===== config.mk =====
export PLATFORM = sky130hd
export DESIGN_NAME = io_wait_gen
export DESIGN_NICKNAME = d
export VERILOG_FILES = /design/src/rtl/io_wait_pkg.sv /design/src/rtl/io_region_decode.sv /design/src/rtl/io_wait_bank.sv /design/src/rtl/io_wait_gen.sv
export SDC_FILE = /design/constraint.sdc
export NUM_CORES = 1
export LEC_CHECK = 0
export BUFFER_PORTS_ARGS = -buffer_cell sky130_fd_sc_hd__buf_2
export CORE_MARGIN = 8
export CORE_UTILIZATION = 49
export CTS_BUF_LIST = sky130_fd_sc_hd__clkbuf_4 sky130_fd_sc_hd__clkbuf_8 sky130_fd_sc_hd__clkbuf_16
export DETAILED_ROUTE_END_ITERATION = 7
export GPL_TIMING_DRIVEN = 0
export PLACE_DENSITY = 0.8
export SETUP_SLACK_MARGIN = 0.1
export SLEW_MARGIN = 10
export SYNTH_ARGS = -nofsm -noshare
export SYNTH_HDL_FRONTEND = slang
export SYNTH_SLANG_ARGS = --single-unit

===== constraint.sdc =====
create_clock -name clk -period 1.64 [get_ports clk]
set_input_delay 0.492 -clock clk [delete_from_list [all_inputs] [get_ports clk]]
set_output_delay 0.492 -clock clk [all_outputs]
set_load 0.01 [all_outputs]

===== src/rtl/io_wait_pkg.sv =====
package io_wait_pkg;
    localparam int unsigned IO_AW      = 11;
    localparam int unsigned IO_DW      = 16;
    localparam int unsigned IO_EXT_AW  = 14;
    localparam int unsigned WAIT_W     = 3;
    localparam int unsigned N_REGIONS  = 4;

    typedef enum logic {
        ACC_READ  = 1'b0,
        ACC_WRITE = 1'b1
    } acc_kind_e;
endpackage


===== src/rtl/io_region_decode.sv =====
module io_region_decode #(
    parameter int unsigned AW = 11,
    parameter int unsigned RW = 2
) (
    input  logic [AW-1:0] addr,
    output logic [RW-1:0] region
);
    // Regions are equal slices of the space, picked by the top address bits.
    always_comb begin
        region = addr[AW-1 -: RW];
    end
endmodule


===== src/rtl/io_wait_bank.sv =====
module io_wait_bank #(
    parameter int unsigned REGIONS = 4,
    parameter int unsigned WW      = 3,
    localparam int unsigned RW     = $clog2(REGIONS)
) (
    input  logic                          clk,
    input  logic                          rst_n,
    input  logic                          cfg_we,
    input  logic [RW-1:0]                 cfg_sel,
    input  logic [WW-1:0]                 cfg_val,
    output logic [REGIONS-1:0][WW-1:0]    waits
);
    for (genvar g = 0; g < REGIONS; g++) begin : g_reg
        logic [WW-1:0] w_d, w_q;

        always_comb begin
            w_d = w_q;
            if (cfg_we && (cfg_sel == RW'(g))) begin
                w_d = cfg_val;
            end
        end

        always_ff @(posedge clk) begin
            if (!rst_n) begin
                w_q <= '1;
            end else begin
                w_q <= w_d;
            end
        end

        assign waits[g] = w_q;
    end

    // a configuration write lands in the selected register.
    assert_cfg_write_R6: assert property (@(posedge clk) disable iff (!rst_n)
        cfg_we |=> (waits[$past(cfg_sel)] == $past(cfg_val)));
endmodule


===== src/rtl/io_wait_gen.sv =====
module io_wait_gen
    import io_wait_pkg::*;
#(
    parameter int unsigned AW      = IO_AW,
    parameter int unsigned DW      = IO_DW,
    parameter int unsigned EXT_AW  = IO_EXT_AW,
    parameter int unsigned WW      = WAIT_W,
    parameter int unsigned REGIONS = N_REGIONS,
    localparam int unsigned RW     = $clog2(REGIONS)
) (
    input  logic              clk,
    input  logic              rst_n,
    input  logic              req_valid,
    input  logic              req_write,
    input  logic [AW-1:0]     req_addr,
    input  logic [DW-1:0]     req_wdata,
    output logic              req_ready,
    output logic              done,
    output logic [DW-1:0]     rdata,
    input  logic              cfg_we,
    input  logic [RW-1:0]     cfg_sel,
    input  logic [WW-1:0]     cfg_val,
    output logic [EXT_AW-1:0] io_addr,
    output logic              io_sel,
    output logic              io_rd,
    output logic              io_wr,
    output logic [DW-1:0]     io_wdata,
    input  logic [DW-1:0]     io_rdata
);
    typedef struct packed {
        logic          active;
        acc_kind_e     kind;
        logic [AW-1:0] addr;
        logic [DW-1:0] wdata;
        logic [WW-1:0] cnt;
        logic [DW-1:0] rdata;
    } acc_state_t;

    acc_state_t st_d, st_q;

    logic [REGIONS-1:0][WW-1:0] waits;
    logic [RW-1:0]              req_region;

    io_region_decode #(.AW(AW), .RW(RW)) u_decode (
        .addr   (req_addr),
        .region (req_region)
    );

    io_wait_bank #(.REGIONS(REGIONS), .WW(WW)) u_bank (
        .clk     (clk),
        .rst_n   (rst_n),
        .cfg_we  (cfg_we),
        .cfg_sel (cfg_sel),
        .cfg_val (cfg_val),
        .waits   (waits)
    );

    logic last_cycle;
    assign last_cycle = st_q.active && (st_q.cnt == '0);

    always_comb begin
        st_d = st_q;
        if (!st_q.active) begin
            if (req_valid) begin
                st_d.active = 1'b1;
                st_d.kind   = req_write ? ACC_WRITE : ACC_READ;
                st_d.addr   = req_addr;
                st_d.wdata  = req_wdata;
                st_d.cnt    = waits[req_region];
            end
        end else if (last_cycle) begin
            st_d.active = 1'b0;
            if (st_q.kind == ACC_READ) begin
                st_d.rdata = io_rdata;
            end
        end else begin
            st_d.cnt = st_q.cnt - WW'(1);
        end
    end

    always_ff @(posedge clk) begin
        if (!rst_n) begin
            st_q <= '{active: 1'b0, kind: ACC_READ, default: '0};
        end else begin
            st_q <= st_d;
        end
    end

    assign req_ready = !st_q.active;
    assign done      = last_cycle;
    assign rdata     = st_q.rdata;
    assign io_sel    = st_q.active;
    assign io_rd     = st_q.active && (st_q.kind == ACC_READ);
    assign io_wr     = st_q.active && (st_q.kind == ACC_WRITE);
    assign io_wdata  = io_wr ? st_q.wdata : '0;
    assign io_addr   = {{(EXT_AW-AW){1'b0}}, st_q.addr};

    // Independent length tracking for the access-length assertion.
    logic [WW:0]   len_q;
    logic [WW-1:0] lat_wait_q;
    always_ff @(posedge clk) begin
        if (!rst_n) begin
            len_q      <= '0;
            lat_wait_q <= '0;
        end else begin
            len_q <= (io_sel && !done) ? len_q + 1'b1 : '0;
            if (req_valid && req_ready) begin
                lat_wait_q <= waits[req_addr[AW-1 -: RW]];
            end
        end
    end

    assert_len_R4: assert property (@(posedge clk) disable iff (!rst_n)
        done |-> (len_q == {1'b0, lat_wait_q}));
    assert_done_in_sel_R4: assert property (@(posedge clk) disable iff (!rst_n)
        done |-> io_sel);
    assert_one_strobe_R3: assert property (@(posedge clk) disable iff (!rst_n)
        io_sel |-> (io_rd != io_wr));
    assert_no_wdata_idle_R3: assert property (@(posedge clk) disable iff (!rst_n)
        !io_wr |-> (io_wdata == '0));
    assert_addr_stable_R2: assert property (@(posedge clk) disable iff (!rst_n)
        (io_sel && !done) |=> (io_sel && $stable(io_addr)));
    assert_busy_R8: assert property (@(posedge clk) disable iff (!rst_n)
        io_sel |-> !req_ready);
    assert_rdata_hold_R7: assert property (@(posedge clk) disable iff (!rst_n)
        !(done && io_rd) |=> $stable(rdata));
endmodule


# Word-level counts from Yosys, hierarchy flattened

Index checks and enable logic that the tools add are counted.

Bits in registers: 60
Input bits: 53
Logic and storage cells: 41

Add/sub/neg operators: 1
$lt $le $gt $ge: 1
Eq/ne operators: 4
Mux-type cells: 9
Bitwise gates (word level): 2
Reductions and logical operators: 14

Operators with widths:

| operator                                                              | number |
|---|---|
| 32-bit 2-to-1 mux                                                     | 1 |
| 16-bit 2-to-1 mux                                                     | 1 |
| 3-bit 2-to-1 mux                                                      | 3 |
| 1-bit logical AND                                                     | 7 |
| 3-bit binary-select mux with 2-bit select                             | 1 |
| 2-bit equality test, second input constant                            | 2 |
| 2-bit AND reduction                                                   | 2 |
| 3-bit zero test                                                       | 1 |
| 2-bit by 3-bit < comparator with 1-bit output, second input constant  | 1 |
| 1-bit 2-to-1 mux                                                      | 3 |
| 3-bit AND reduction                                                   | 1 |
| 3-bit by 1-bit subtractor with 3-bit output, second input constant    | 1 |
| 2-bit by 1-bit equality test with 1-bit output, second input constant | 1 |
| 2-bit zero test                                                       | 1 |
| 2-bit inequality test, second input constant                          | 1 |
| 1-bit inverter                                                        | 2 |
| 2-bit nonzero test                                                    | 1 |
| 1-bit zero test                                                       | 1 |

# Logic depth before layout (Yosys ltp)

Depth in word-level cells: 4
Depth in mapped cells: 7
Depth with buffers taken out: 5

# Hierarchy

A second synthesis with hierarchy kept.

Cells, all modules: 329
Area, all modules: 2,854.0 µm²

Modules (own cells, without submodules):

| module           | times used | cells each | area an instance (µm²) | seq. area each (µm²) |
|---|---|---|---|---|
| io_wait_gen      | 1          | 283        | 2,341.0                | 960.9 |
| io_wait_bank     | 1          | 44         | 498.0                  | 240.2 |
| io_region_decode | 1          | 2          | 15.0                   | 0.0 |

# Least setup slack after synthesis

No wires, ideal clock.

Path type: register -> output
Start point: register st_q, in the netlist io_sel
End point: output port io_wdata[0]
Arrival time: 1.192 ns
Required time: 1.148 ns
Path slack: -0.044 ns
Cell stages (with the launch flop): 5
Path buffers: 3
Cell sequence: dfxtp_1 > buf_6 > clkbuf_1 > clkbuf_1 > and3_1

Cells in the longest elaborated chain, start to end: 2

Ends and longest elaborated chain:

| what                   | line              | RTL |
|---|---|---|
| start, declared        | io_wait_gen.sv:39 | `acc_state_t st_d, st_q;` |
| start signal, assigned | io_wait_gen.sv:85 | `st_q <= st_d;` |
| 1-bit logical AND      | io_wait_gen.sv:94 | `assign io_wr = st_q.active && (st_q.kind == ACC_WRITE);` |
| 16-bit 2-to-1 mux      | io_wait_gen.sv:95 | `assign io_wdata = io_wr ? st_q.wdata : '0;` |
| end, declared          | io_wait_gen.sv:27 | `output logic [DW-1:0] io_wdata,` |

Every way passes these cells.

# Final worst setup path

Start point: register st_q, in the netlist io_sel
End point: output port io_wdata[1]

The elaborated chain is that of the path after synthesis.

==> reports/metrics.cfg <==
[yosys]
yosysTopAreaCellShare=0.430
syn_inst=322
ys_seq_elements=60
synthMuxAreaShare=0.0685
synthSimpleGateAreaFrac=0.223
synthXorXnorAreaFrac=0
yosysUniqueCellTypes=34
syn_avg_cell_area_um2=8.68
synth_compound_area_frac=0.142
synthAdderAreaFrac=0.00896
synth_area_mm2=0.00279
yosysTopAreaCell=dfxtp_1
yosysWarnings=0
yosysSeqAreaShare=0.430
synth_top_family_by_area=simple AND/OR/NAND/NOR gates
synth_area_leaders=dfxtp_1 (43%), nand2_1 (14%), a21boi_0 (9.7%)

[critical_path]
cp.required_ns=1.15
r2r_slack_ns=0.18
reg2reg_depth=7
worst-setup-path-type=reg -> out
critPathMaxFanout=5
r2r_start=io_sel$_SDFF_PN0_
endpoint_kind=output port
cp.arrival_ns=1.32
start_kind=flip-flop
r2r-end=io_addr[5]$_SDFFE_PN0P_

[timing]
finalCriticalPeriod_ns=1.81
grt_setup_unrepaired=true
slew_viol_final=0
finalSetupViolations=19
finalClockSkew_ns=0.00765
setup_ws_ns=-0.174
finalHoldViolCount=0
finalCritPeriodShare=1.11
fmax_mhz=551

[cells_and_area]
final_common_cell=nand2_1
area.growth.synth_to_final_pct=39.9
final_cell_mix=nand2_1 (101), buf_2 (87), dfxtp_1 (57), buf_4 (37), a21boi_0 (35)
nFillCells=420
fin_cells=519
diodes=0
finish.net_count=498
drive_above_1_share=0.427
fin_area_mm2=0.00391
postLayoutCoreUtil=0.710

[place]
dp_hpwl_um=5260
gp_congestion=0.782
placed_area_mm2=0.00339
dp_slack_ns=-0.246
port-buffer-count=98
placed_cells=494

[floorplan]
num_rows=27
dieArea_mm2=0.00837
core_area_mm2=0.00551
io_pins=104
die_x_um=91.5
start_util=0.507
fp.dieH_um=91.5

[hold_path]
hp-class=in -> reg
holdPathStages=3
hold_start=io_rdata[0]
whs_endpoint=rdata[0]$_SDFFE_PN0P_

[clocking]
clk_latency_ns=0.33
root_buffer=clkbuf_8
cts_buffers=9
cts.sinks=60
clk_path_buf_depth=2
ctsHoldBuffers=0
path_clk_slew_ns=0.06
cts-htree-levels=3
cts_tree=yes

[global_route]
grt_usage=0.175
antenna_found_initial=0
grt_pass1_wl_um=12100
grt_pass1_vias=2498
grt_max_degree=11
grt-ovfl-total=0

[detailed_routing]
drtIter0Drc=104
routedWlPerCell_um=14.4
drc=0
ant_nets=0
drt-total-wl_um=7470
firstDrtPassIters=4
vias_per_cell=4.89
dr_total_vias=2538

[pwr]
p_per_area_mw_per_mm2=889
peakVddDrop_mv=0.574
p_leak_nw=1.89
power_mw=3.47

[outcome]
status=finished with violations
violations=setup timing

[flow_run]
maxCapViolCount=0

-- what timing repair did --
| item | 4_1_cts | 5_1_grt |
|---|---|---|
| setup buffers | 7 | 0 |
| endpoints found under the setup margin | 19 | 36 |
| pin swaps | 9 | 1 |
| resized for setup | 43 | 13 |
| gates cloned | 3 | 0 |
-- metrics by stage --
step / setup TNS (ns) / hold slack [ns]
4_1_cts: -2.43 / 0.394
3_3_place_gp: -2.22 / 0.441
6_report: -2.34 / 0.396
2_1_floorplan: 0 / 0.433
5_1_grt: -2.86 / 0.399
3_5_place_dp: -2.52 / 0.447
-- kinds of logic (layout without fill, tap and decap cells) --
family | count (synthesis) | in the layout
AND/OR/NAND/NOR | 135 | 135
flip-flops | 60 | 60
buffers and inverters | 55 | 178
AO/OA/AOI/OAI | 52 | 52
multiplexers | 17 | 17
adder cells (fa/ha/maj) | 2 | 2
other | 1 | 3
-- how the worst max path moves through the flow --
stage | to | slack, ns | start
final | io_wdata[1] | -0.17 | io_sel$_SDFF_PN0_
after CTS | io_wdata[13] | -0.19 | io_sel$_SDFF_PN0_
after floorplan | st_q[16]$_SDFFE_PN0P_ | 0.11 | req_addr[9]
after detailed placement | io_wdata[4] | -0.25 | st_q[46]$_SDFFE_PN0P_
after global placement | io_wdata[3] | -0.22 | st_q[46]$_SDFFE_PN0P_
after global routing | io_wdata[1] | -0.20 | io_sel$_SDFF_PN0_
-- sequential cells by signal (all words and copies together) (netlist names) --
name	cells
st_q	20
io_sel	1
io_addr	11
rdata	16
u_bank.g.w_q	12
-- critical path, cell delays in order, from the launching register on --
cell       delay [ns]
dfxtp_2          0.32
buf_6            0.12
clkbuf_16        0.15
buf_8            0.12
and3_4           0.16
buf_6            0.12
-- layout make-up --
type                            count  area [um2]  area share
Inverter                            3        11.3     0.00288
Clock inverter                      2        10.0     0.00256
Timing Repair Buffer              108         686       0.175
Clock buffer                       13         166      0.0426
Sequential cell                    60        1200       0.308
Buffer                             52         425       0.109
Tap cell                           72        90.1      0.0230
Multi-Input combinational cell    209        1320       0.336
-- cells in the mapped netlist --
library cell   count
dfxtp_1           60
mux2i_1           15
nor2b_4            1
nor2_1             3
ha_1               2
and3_1            16
or3b_1             1
a21boi_0          36
a311o_1            1
inv_1              3
and2_1             2
a21boi_1           9
o221a_1            1
nand3b_1           3
nand4bb_1          1
mux2_4             1
nand2b_1           2
nand3_1            1
nand2_1          101
nor3b_2            1
clkbuf_1          10
o221a_2            1
a31oi_1            2
dlygate4sd1_1      1
clkbuf_2           1
nor4bb_1           1
o22ai_1            2
buf_4             32
and3b_2            1
and4bb_1           1
conb_1             1
buf_2              6
mux4_1             1
buf_6              2
-- routing by layer --
metal / GRT usage / wire (um) / part of all wire / vias up
met4: 0.0682 / 142 / 0.019 / 0
met5: 0 / 0 / 0 / -
met3: 0.0609 / 574 / 0.077 / 15
met2: 0.283 / 3460 / 0.46 / 89
li1: - / - / - / 1274
met1: 0.208 / 3300 / 0.44 / 1160
-- report_power, final --
part | switching [mW] | leakage, nW | internal (mW) | total, mW
combinational | 0.323 | 1.30 | 0.361 | 0.684
clock | 0.538 | 0.0961 | 0.651 | 1.19
sequential | 0.0492 | 0.492 | 1.55 | 1.60
total | 0.910 | 1.89 | 2.56 | 3.47
(Power assumes the default switching activity.)
